[src/rtl/acc_readout_pkg.sv]
package acc_readout_pkg;
   parameter int unsigned DEF_CELLS = 8;
   parameter int unsigned DEF_ACC_W = 26;
   parameter int unsigned DEF_HI_W  = 10;

   typedef enum logic {
      STAGE_PASS = 1'b0,
      STAGE_ADD  = 1'b1
   } stage_mode_e;
endpackage

[src/rtl/acc_cell_select.sv]
module acc_cell_select #(
   parameter int unsigned N_CELLS = 8,
   parameter int unsigned ACC_W   = 26,
   localparam int unsigned ADDR_W = $clog2(N_CELLS)
) (
   input  logic                     clk,
   input  logic                     rst_n,
   input  logic [ADDR_W-1:0]        addr_i,
   input  logic [N_CELLS*ACC_W-1:0] cells_i,
   output logic                     new_sel_o,
   output logic [ACC_W-1:0]         sel_val_o
);
   logic [ACC_W-1:0]  cell_arr [N_CELLS];
   logic [ADDR_W-1:0] addr_q;
   logic              live_q;

   generate
      for (genvar gi = 0; gi < N_CELLS; gi++) begin : g_unpack
         assign cell_arr[gi] = cells_i[gi*ACC_W +: ACC_W];
      end
   endgenerate

   always_comb begin
      sel_val_o = '0;
      for (int i = 0; i < N_CELLS; i++) begin
         if (addr_i == ADDR_W'(i)) sel_val_o = cell_arr[i];
      end
   end

   // a selection is new when nothing is live or the address moved
   assign new_sel_o = !live_q || (addr_i != addr_q);

   always_ff @(posedge clk) begin
      if (!rst_n) begin
         live_q <= 1'b0;
         addr_q <= '0;
      end else begin
         live_q <= 1'b1;
         addr_q <= addr_i;
      end
   end
endmodule

[src/rtl/acc_out_stage.sv]
module acc_out_stage
   import acc_readout_pkg::*;
#(
   parameter int unsigned ACC_W = 26
) (
   input  logic             clk,
   input  logic             rst_n,
   input  logic             new_sel_i,
   input  stage_mode_e      mode_i,
   input  logic [ACC_W-1:0] sel_val_i,
   output logic [ACC_W-1:0] stage_o
);
   logic [ACC_W-1:0] stage_q;

   always_ff @(posedge clk) begin
      if (!rst_n) begin
         stage_q <= '0;
      end else if (new_sel_i) begin
         if (mode_i == STAGE_ADD) stage_q <= stage_q + sel_val_i;
         else                     stage_q <= sel_val_i;
      end
   end

   assign stage_o = stage_q;

   AST_HOLD_ON_REPEAT: assert property (@(posedge clk) disable iff (!rst_n)
      !new_sel_i |=> $stable(stage_o));
   AST_PASS_CAPTURE: assert property (@(posedge clk) disable iff (!rst_n)
      (new_sel_i && mode_i == STAGE_PASS) |=> stage_o == $past(sel_val_i));
   AST_ADD_WRAP: assert property (@(posedge clk) disable iff (!rst_n)
      (new_sel_i && mode_i == STAGE_ADD) |=>
         stage_o == ACC_W'($past(stage_o) + $past(sel_val_i)));
endmodule

[src/rtl/acc_erase_ctl.sv]
module acc_erase_ctl #(
   parameter int unsigned N_CELLS = 8,
   localparam int unsigned ADDR_W = $clog2(N_CELLS)
) (
   input  logic               clk,
   input  logic               rst_n,
   input  logic               erase_n,
   input  logic [ADDR_W-1:0]  addr_i,
   output logic [N_CELLS-1:0] clr_o
);
   generate
      for (genvar gi = 0; gi < N_CELLS; gi++) begin : g_strobe
         logic clr_q;
         always_ff @(posedge clk) begin
            clr_q <= !erase_n && (!rst_n || addr_i == ADDR_W'(gi));
         end
         assign clr_o[gi] = clr_q;
      end
   endgenerate

   AST_NO_CLEAR_IDLE: assert property (@(posedge clk) disable iff (!rst_n)
      erase_n |=> clr_o == '0);
   AST_SINGLE_CLEAR: assert property (@(posedge clk) disable iff (!rst_n)
      !erase_n |=> $countones(clr_o) == 1);
endmodule

[src/rtl/acc_field_drive.sv]
module acc_field_drive #(
   parameter int unsigned ACC_W = 26,
   parameter int unsigned HI_W  = 10,
   localparam int unsigned LO_W = ACC_W - HI_W
) (
   input  logic [ACC_W-1:0] stage_i,
   input  logic             hi_oe_n,
   input  logic             lo_oe_n,
   output logic [ACC_W-1:0] sum_o,
   output logic             hi_drv_o,
   output logic             lo_drv_o
);
   logic [HI_W-1:0] hi_f;
   logic [LO_W-1:0] lo_f;

   assign hi_f     = hi_oe_n ? {HI_W{1'b0}} : stage_i[ACC_W-1:LO_W];
   assign lo_f     = lo_oe_n ? {LO_W{1'b0}} : stage_i[LO_W-1:0];
   assign sum_o    = {hi_f, lo_f};
   assign hi_drv_o = !hi_oe_n;
   assign lo_drv_o = !lo_oe_n;
endmodule

[src/rtl/acc_readout_ctl.sv]
module acc_readout_ctl
   import acc_readout_pkg::*;
#(
   parameter int unsigned N_CELLS = DEF_CELLS,
   parameter int unsigned ACC_W   = DEF_ACC_W,
   parameter int unsigned HI_W    = DEF_HI_W,
   localparam int unsigned ADDR_W = $clog2(N_CELLS)
) (
   input  logic                     clk,
   input  logic                     rst_n,
   input  logic [ADDR_W-1:0]        addr_i,
   input  logic                     erase_n,
   input  logic                     add_mode_i,
   input  logic                     hi_oe_n,
   input  logic                     lo_oe_n,
   input  logic [N_CELLS*ACC_W-1:0] cell_acc_i,
   output logic [ACC_W-1:0]         sum_o,
   output logic                     hi_drv_o,
   output logic                     lo_drv_o,
   output logic [N_CELLS-1:0]       clr_o
);
   generate
      if (N_CELLS < 2) begin : g_bad_cells
         $error("acc_readout_ctl: N_CELLS must be at least 2");
      end
      if (HI_W == 0 || HI_W >= ACC_W) begin : g_bad_split
         $error("acc_readout_ctl: HI_W must lie between 1 and ACC_W-1");
      end
   endgenerate

   logic             new_sel;
   logic [ACC_W-1:0] sel_val;
   logic [ACC_W-1:0] stage_val;

   acc_cell_select #(.N_CELLS(N_CELLS), .ACC_W(ACC_W)) u_select (
      .clk       (clk),
      .rst_n     (rst_n),
      .addr_i    (addr_i),
      .cells_i   (cell_acc_i),
      .new_sel_o (new_sel),
      .sel_val_o (sel_val)
   );

   acc_out_stage #(.ACC_W(ACC_W)) u_stage (
      .clk       (clk),
      .rst_n     (rst_n),
      .new_sel_i (new_sel),
      .mode_i    (stage_mode_e'(add_mode_i)),
      .sel_val_i (sel_val),
      .stage_o   (stage_val)
   );

   acc_erase_ctl #(.N_CELLS(N_CELLS)) u_erase (
      .clk     (clk),
      .rst_n   (rst_n),
      .erase_n (erase_n),
      .addr_i  (addr_i),
      .clr_o   (clr_o)
   );

   acc_field_drive #(.ACC_W(ACC_W), .HI_W(HI_W)) u_drive (
      .stage_i  (stage_val),
      .hi_oe_n  (hi_oe_n),
      .lo_oe_n  (lo_oe_n),
      .sum_o    (sum_o),
      .hi_drv_o (hi_drv_o),
      .lo_drv_o (lo_drv_o)
   );

   AST_ADDR_CHANGE_NEW: assert property (@(posedge clk) disable iff (!rst_n)
      (rst_n && $past(rst_n) && addr_i != $past(addr_i)) |-> new_sel);
endmodule

[config.mk]
export PLATFORM = sky130hd
export DESIGN_NAME = acc_readout_ctl
export DESIGN_NICKNAME = d
export VERILOG_FILES = /design/src/rtl/acc_readout_pkg.sv /design/src/rtl/acc_cell_select.sv /design/src/rtl/acc_out_stage.sv /design/src/rtl/acc_erase_ctl.sv /design/src/rtl/acc_field_drive.sv /design/src/rtl/acc_readout_ctl.sv
export SDC_FILE = /design/constraint.sdc
export NUM_CORES = 1
export LEC_CHECK = 0
export ABC_AREA = 1
export BUFFER_PORTS_ARGS = -buffer_cell sky130_fd_sc_hd__buf_2
export CAP_MARGIN = 20
export CORE_ASPECT_RATIO = 0.9
export CORE_MARGIN = 2
export CORE_UTILIZATION = 52
export DETAILED_ROUTE_END_ITERATION = 8
export PLACE_DENSITY = 0.85
export SLEW_MARGIN = 20
export SYNTH_ARGS = -nofsm -noshare
export SYNTH_HDL_FRONTEND = slang
export SYNTH_SLANG_ARGS = --single-unit
[constraint.sdc]
create_clock -name clk -period 10.55 [get_ports clk]
set_clock_uncertainty 0.05 [all_clocks]
set_input_delay 2.6375 -clock clk [delete_from_list [all_inputs] [get_ports clk]]
set_output_delay 2.6375 -clock clk [all_outputs]
set_load 0.01 [all_outputs]
## Yosys cells after proc, flatten, opt, wreduce, memory -nomap -nowiden

Index checks and enable logic that the tools add are counted.

- Flip-flop bits (word level): 38
- Input port bits: 217
- Output and inout bits: 36
- Word-level logic and storage cells: 55

- Add/sub/neg operators: 1
- Equality and inequality tests: 8
- Multiplexer cells: 12
- Reductions and logical operators: 23

Operators by type and width:

| kind | count |
|---|---|
| 26-bit 2-to-1 mux | 9 |
| 26-bit adder | 1 |
| 16-bit 2-to-1 mux | 1 |
| 3-bit equality test, second input constant | 4 |
| 10-bit 2-to-1 mux | 1 |
| 1-bit logical OR | 9 |
| 1-bit logical AND | 8 |
| 3-bit by 2-bit equality test with 1-bit output, second input constant | 2 |
| 1-bit zero test | 5 |
| 3-bit by 1-bit equality test with 1-bit output, second input constant | 1 |
| 3-bit zero test | 1 |
| 3-bit != test | 1 |
| 1-bit 2-to-1 mux | 1 |

## Depth between registers and ports, before layout

Gate-level depths: netlist of the first run.

- Word-level depth: 11
- Mapped depth: 26
- Depth with buffers taken out: 24

## Cells and area by module

From an unflattened synthesis of the first run, not the netlist that was laid out.

- Cell total of the unflattened synthesis: 1013
- Area total of the unflattened synthesis: 5557.8 µm²

By module, submodules not included:

| module | instances | cells an instance | area each (µm²) | sequential area each (µm²) |
|---|---|---|---|---|
| acc_out_stage | 1 | 542 | 3025.4 | 520.5 |
| acc_cell_select | 1 | 376 | 1978.1 | 80.1 |
| acc_erase_ctl | 1 | 38 | 320.3 | 160.2 |
| acc_field_drive | 1 | 57 | 234.0 | 0.0 |

## Worst setup path after synthesis of the first run

OpenSTA, ideal clock, no wires.

- Path kind: input port to output port
- Start point: input lo_oe_n
- End point: output sum_o[10]
- Arrival time: 3.260 ns
- Required time: 7.863 ns
- Setup slack: 4.602 ns
- Stages: 3
- Path buffers: 2
- Cell sequence: clkbuf_1 -> clkbuf_1 -> nor2_1

- Cells in the longest elaborated chain, start to end: 1

Ends and longest elaborated chain:

| what | line | source |
|---|---|---|
| from (decl) | acc_readout_ctl.sv:15 | `input logic lo_oe_n,` |
| 16-bit 2-to-1 mux | acc_field_drive.sv:17 | `assign lo_f = lo_oe_n ? {LO_W{1'b0}} : stage_i[LO_W-1:0];` |
| to (decl) | acc_readout_ctl.sv:17 | `output logic [ACC_W-1:0] sum_o,` |

Every way passes these cells.

## Final worst setup path of the first run

- Start point: input addr_i[2]
- End point: register u_stage.stage_q[16], in the netlist u_stage.stage_o[16]

- Cells in the longest elaborated chain, start to end: 11
- Elaborated cells on any way between the ends: 20
- Classes of those cells: add/sub: 1; eq/ne: 8; mux: 9; reduce/logical: 2

Ends and longest elaborated chain:

| what | line | source |
|---|---|---|
| from (decl) | acc_readout_ctl.sv:11 | `input logic [ADDR_W-1:0] addr_i,` |
| 3-bit zero test | acc_cell_select.sv:26 | `if (addr_i == ADDR_W'(i)) sel_val_o = cell_arr[i];` |
| 26-bit 2-to-1 mux (8 in series) | acc_cell_select.sv:26 |  |
| 26-bit adder | acc_out_stage.sv:19 | `if (mode_i == STAGE_ADD) stage_q <= stage_q + sel_val_i;` |
| 26-bit 2-to-1 mux | acc_out_stage.sv:19 |  |
| to (signal assigned) | acc_out_stage.sv:19 |  |
| to (signal assigned) | acc_out_stage.sv:20 | `else stage_q <= sel_val_i;` |
| to (decl) | acc_out_stage.sv:13 | `logic [ACC_W-1:0] stage_q;` |

Several ways; a longest one is shown, not always the timed one.
A chain may end at the register's enable or synchronous reset.

==> results of run 1 <==
[layout make-up]
class,count,area [um2],share of cell area [%]
Sequential cell,38,761,11.8
Tap cell,126,158,2.44
Clock buffer,6,82.6,1.28
Multi-Input combinational cell,744,3670,56.9
Timing Repair Buffer,257,1310,20.4
Clock inverter,2,12.5,0.194
Inverter,121,454,7.04
[cells in the final DEF (no fill, tap or decap), drive strengths merged]
cell type / Yosys / final
nand4: 31 / 31
nor4: 2 / 2
or2: 27 / 27
a21oi: 102 / 102
nor3: 9 / 9
o21ai: 44 / 44
xor2: 8 / 8
xnor2: 1 / 1
clkbuf: 17 / 6
and2: 1 / 1
dfxtp: 38 / 38
and3: 1 / 1
buf: 30 / 257
nand2: 294 / 294
inv: 119 / 119
nand3: 89 / 89
fa: 1 / 1
o21bai: 3 / 3
clkinvlp: 0 / 1
clkinv: 2 / 3
ha: 29 / 29
a21boi: 5 / 5
nand3b: 4 / 4
a21o: 2 / 2
nor2: 91 / 91
[stage by stage]
step,setup WS (ns),hold WS (ns),util [%],std cells
2_1_floorplan,4.60,0.413,-,950
3_3_place_gp,4.15,0.428,65.5,1284
3_5_place_dp,4.13,0.437,65.5,1284
4_1_cts,4.44,0.450,66.5,1292
5_1_grt,4.00,0.470,66.8,1294
6_report,4.37,0.453,66.8,1294
[sequential cells by signal (all words and copies together) (netlist names)]
signal,cells
u_stage.stage_o,26
u_select.live_q,1
u_select.addr_q,3
u_erase.g_strobe.clr_q,8
[cells by family after synthesis]
group	Yosys count	synth area share, %
simple gates	549	46.8
buf+inv	168	13.7
compound gates	156	15.7
flops	38	14.8
fa+ha+maj	30	7.46
xor+xnor	9	1.54
[per-layer routing]
metal | up-vias | global-route usage [%] | wire length, um
met5 | - | 0 | 0
met1 | 3116 | 52.0 | 8830
met3 | 75 | 10.1 | 2220
met2 | 422 | 61.9 | 9120
met4 | 0 | 19.1 | 1070
li1 | 3488 | - | -
[power by group through the flow]
stage,Combinational (uW),Sequential (uW),Clock [uW]
floorplan,266,176,0
global placement,385,182,0
detailed placement,387,182,0
CTS,388,179,116
global route,450,182,122
finish,397,180,116
[cells in the mapped netlist, types with 5 or more instances]
cell / instances / area (um2)
buf_2: 17 / 85.1
a21boi_0: 5 / 37.5
inv_1: 105 / 394
o21ai_0: 43 / 215
or2_2: 8 / 50.1
nand3_1: 89 / 445
buf_4: 10 / 75.1
nand4_1: 31 / 194
nor2_1: 90 / 338
xor2_1: 8 / 70.1
a21oi_1: 102 / 510
ha_1: 29 / 363
nor3_1: 5 / 25.0
or2_0: 17 / 106
inv_2: 14 / 52.6
nand2_1: 294 / 1100
dfxtp_1: 38 / 761
clkbuf_1: 17 / 63.8
[how the worst max path moves through the flow]
stage	from	endpoint	slack (ns)	cells after the start
after detailed placement	addr_i[2]	u_stage.stage_o[16]	4.13	25
after floorplan	lo_oe_n	sum_o[10]	4.60	3
final	addr_i[2]	u_stage.stage_o[16]	4.37	25
after CTS	addr_i[2]	u_stage.stage_o[16]	4.44	25
after global placement	addr_i[2]	u_stage.stage_o[16]	4.15	25
after global routing	addr_i[2]	u_stage.stage_o[20]	4.00	24
[worst max-delay path: stages]
cell and delay (ns):
buf_2 0.14, inv_2 0.50, nand3_1 0.26, inv_2 0.41, nand2_1 0.11, nand3_1 0.12, a21oi_1 0.05, nand4_1 0.09
nand2_1 0.07, inv_1 0.06, ha_1 0.23, inv_1 0.09, fa_1 0.42, inv_1 0.11, nand3_1 0.07, nand2_1 0.16
nand2_1 0.07, nand2_1 0.17, nand2_1 0.07, nand2_1 0.11, a21oi_1 0.07, o21ai_0 0.09, nand3_1 0.10, nand2_1 0.08
inv_1 0.03
==> results by group, run 1 <==
Run status
  – Status: complete, no violations

STA
  – Setup TNS: 0 ns
  – Unrepaired setup endpoints after global routing: false
  – Hold Fails Final Rpt: 0
  – Final min period: about 6.2 ns
  – Max-slew headroom: around 30%
  – Slew Limit Fails: 0
  – Final period util: 58.6%
  – Endpoints failing setup: 0
  – Fmax: 162 MHz
  – Slew @ Worst Pin: around 1.0 ns

Clock tree
  – CTS tree: built
  – H-tree Lvls: 2
  – Clk pin slew, worst setup/hold paths: ~0.09 ns
  – Clk Tree Root Cell: clkbuf_8
  – Total CTS buffers: 5
  – Postcts setup bufs: 0
  – Clock latency at the later pin of the worst-skew pair: a little over 0.3 ns
  – Post-CTS sizing: 0
  – CTS sink cnt: 38
  – Clock buffer depth: 2
  – Cts hold-fix bufs: 0

Pwr
  – Internal power: approximately 360 uW
  – Leak: roughly 0.0037 uW
  – Sw Ratio: between 40% and 50%
  – Switching power: about 330 uW
  – Worst VDD drop: 63.0 uV
  – Power, Total: roughly 690 uW
  – Clk pwr share: about 17%
  – Seq pwr share: approximately a quarter
  – Cell Pwr Density: roughly 110 nW/um2
  – Comb power frac: between 50% and 60%

Yosys
  – Synthesized area: between 5000 and 6000 um2
  – Post-synth EDFFs: 0
  – Synthesized flop and latch total: 38
  – Top FF cell, synth: dfxtp_1
  – Gate Count Post-Synth: between 900 and 1,000
  – Part of the Yosys area used for sequential elements: ~15%
  – Ys async rst share: 0%
  – Synth warn: 0
  – Post-Syn Area per Cell: between 5 and 6 um2
  – Synthesized Nets: around 1,200
  – Number of distinct library cells after synthesis: 33

GRT
  – Largest net degree at the start of global routing: between 40 and 50
  – Gr ovfl total: 0
  – All-layer global routing usage: between 40 and 50%
  – First-pass GRT wire length: around 33,000 um
  – Vias in the first global route: between 6,000 and 7,000
  – Initial antenna violation count: 0

Critical path
  – Crit Path Category: in2reg
  – CP Max Fanout: 34
  – Critical path startpoint category: primary input
  – RR Endpoint: u_stage.stage_o[16]
  – R2r worst-path depth: 15
  – Reg2Reg Launch Point: u_stage.stage_o[0]
  – Reg2reg setup slack: slightly above 8 ns
  – Setup crit end kind: flop
  – WP data required: about 11 ns
  – CP arrival: approximately 6.3 ns

Cells and area
  – Share of layout cells above drive strength 1: 25.0%
  – Antenna cells: 0
  – Post-layout net count: 1,414
  – Finished Cell Area: 6450 um2
  – Synth-to-Final Area Change: 25.6%
  – FILL cells: 958

Routing
  – Drt initial violations: 727
  – Via/cell ratio: approximately 5.5
  – Residual DRC: 0
  – WL/cell: 16.4 um
  – Post-DRT Antenna Nets: 0
  – Vias: roughly 7,100
  – First-pass detailed-route iteration total: 6
  – DRT Wirelength: 21,200 um

Run
  – # Max-Cap Violations: 0

Floorplanning
  – Core area: 9660 um2
  – Initial Utilization: 53.2%
  – Num ports: about 250
  – Die W: ~110 um
  – Die H: ~100 um
  – Die area: approximately 11,000 um2
  – Row cnt: 34

Hold path
  – Sink of the worst hold path: u_stage.stage_o[0]
  – Hold path depth: 2
  – Hold Crit Start: u_stage.stage_o[0]
  – Worst hold path class: reg2reg

Placement
  – Detailed Place HPWL: about 17,000 um
  – RePlAce Congestion: around 1.0
  – # port buffers: between 200 and 300
  – Placement Cell Area: between 6000 and 7000 um2
Power figures use the tool's default switching activity.
==> run 2, diff against run 1 <==
- CORE_UTILIZATION: 52 -> 43
- PLACE_DENSITY: 0.85 -> 0.75
- clock period: 10.55 -> 5.62 ns (I/O delays scaled with it)
==> results by group, run 2 (synthesis gave the netlist of run 1 again) <==
Run status
  – Status: complete, no violations

Critical path
  – WP data required: 5.76 ns
  – Critical path startpoint category: primary input
  – Reg2reg setup slack: 3.25 ns
  – Setup crit end kind: flop
  – R2r worst-path depth: 15
  – CP Max Fanout: 17
  – Crit Path Category: in2reg
  – Reg2Reg Launch Point: u_stage.stage_o[0]
  – CP arrival: roughly 5 ns
  – RR Endpoint: u_stage.stage_o[22]

Routing
  – Post-DRT Antenna Nets: 0
  – Residual DRC: 0
  – WL/cell: between 15 and 20 um
  – Vias: approximately 7,000
  – DRT Wirelength: just over 20,000 um
  – First-pass detailed-route iteration total: 6
  – Drt initial violations: roughly 550
  – Via/cell ratio: around 5.3

Hold path
  – Sink of the worst hold path: u_stage.stage_o[0]
  – Hold Crit Start: u_stage.stage_o[0]
  – Hold path depth: 2
  – Worst hold path class: reg2reg

STA
  – Unrepaired setup endpoints after global routing: false
  – Slew Limit Fails: 0
  – Final min period: between 4 and 5 ns
  – Hold Fails Final Rpt: 0
  – Setup TNS: 0 ns
  – Setup WS post-layout: a little under 0.9 ns
  – Final period util: ~84%
  – Slew @ Worst Pin: around 0.74 ns
  – Fmax: ~210 MHz
  – Endpoints failing setup: 0
  – Max-slew headroom: 50.4%

Cells and area
  – Finished Cell Area: around 6600 um2
  – Most frequent cells in the layout: nand2_1 (294), buf_2 (252), inv_1 (105), a21oi_1 (102), nor2_1 (90)
  – Share of layout cells above drive strength 1: roughly 25%
  – Synth-to-Final Area Change: 28.2%
  – Max FFs per register: 26
  – Post-layout net count: around 1,400
  – Antenna cells: 0
  – FILL cells: 1,245
  – Most common cell after layout, fill and taps aside: nand2_1

Pwr
  – Power, Total: ~1400 uW
  – Worst VDD drop: roughly 120 uV
  – Leak: ~0.0038 uW
  – Cell Pwr Density: roughly 210 nW/um2

Clock tree
  – Clk pin slew, worst setup/hold paths: 0.06 ns
  – Total CTS buffers: 5
  – Clock buffer depth: 2
  – H-tree Lvls: 2
  – CTS sink cnt: 38
  – Clock latency at the later pin of the worst-skew pair: a little under 0.3 ns
  – CTS tree: built
  – Post-CTS sizing: 0
  – Clk Tree Root Cell: clkbuf_16
  – Postcts setup bufs: 0
  – Cts hold-fix bufs: 0

GRT
  – Initial antenna violation count: 0
  – Vias in the first global route: around 6,500
  – Gr ovfl total: 0
  – All-layer global routing usage: about a third
  – Largest net degree at the start of global routing: 44
  – First-pass GRT wire length: around 33,000 um

Placement
  – Detailed Place HPWL: ~17,000 um
  – # port buffers: between 200 and 300
  – RePlAce Congestion: 1.01
  – Setup WS pre-CTS: slightly below 0.7 ns
  – Placement Cell Area: around 6400 um2

Run
  – # Max-Cap Violations: 0

Floorplanning
  – Core area: 11,500 um2
  – Die W: 119 um
  – Die area: 12,800 um2
  – Die H: approximately 110 um
  – Row cnt: 37
  – Num ports: between 200 and 300
  – Initial Utilization: 44.5%
==> run 2: cell count changes in the layout (fill, tap and decap cells not counted) <==
cell,previous run,this run
buf_8,2,0
clkinvlp_4,1,0
buf_16,0,1
clkbuf_1,0,1
buf_4,3,9
clkbuf_16,0,5
clkbuf_8,6,1
==> run 2: where the power goes <==
group	switching [uW]	internal, uW	total, uW	leakage [uW]
clock network	120	176	297	0.0000739
registers	30.7	306	336	0.000316
logic	458	282	741	0.00337
total	609	765	1370	0.00376
==> run 2: cell type report <==
type                    instances  area [um2]  share of cell area, %
clock buffers                   7         143                   2.17
multi-input cells             744        3670                   55.7
inverters                     121         454                   6.90
well taps                     156         195                   2.97
clock inverters                 1        5.00                 0.0760
repair buffers                262        1360                   20.6
flip-flops and latches         38         761                   11.6
==> run 2: critical path: stages <==
cell and delay [ns]:
buf_2 0.17, inv_2 0.16, nor3_4 0.61, buf_4 0.29, a21oi_1 0.08, nand3_1 0.10, o21ai_0 0.14, a21boi_0 0.27
ha_1 0.33, nand2_1 0.17, inv_1 0.06, a21oi_1 0.20, nand2_1 0.14, nand3b_1 0.22, or2_2 0.29, nand3_1 0.07
nand3_1 0.07, nand2_1 0.08, inv_1 0.04
==> run 2: worst max path at each step <==
| stage | startpoint | to |
|---|---|---|
| 2_1_floorplan | addr_i[1] | u_stage.stage_o[22] |
| 3_3_place_gp | addr_i[2] | u_stage.stage_o[17] |
| 3_5_place_dp | addr_i[2] | u_stage.stage_o[17] |
| 4_1_cts | addr_i[2] | u_stage.stage_o[17] |
| 5_1_grt | addr_i[2] | u_stage.stage_o[17] |
| 6_report | addr_i[2] | u_stage.stage_o[17] |
==> run 2: through the flow <==
step,util (%),hold slack (ns),cells
after global routing,57.1,0.480,1329
after floorplan,-,0.413,950
final,57.1,0.452,1329
after CTS,56.9,0.454,1328
after global placement,55.6,0.432,1320
after detailed placement,55.6,0.445,1320
==> run 2: routing by layer <==
layer,up-vias,track usage [%],wire (um)
met1,3097,40.4,8760
met5,-,0,0
met3,53,7.52,2060
met4,0,10.9,722
met2,343,53.8,9030
li1,3500,-,-
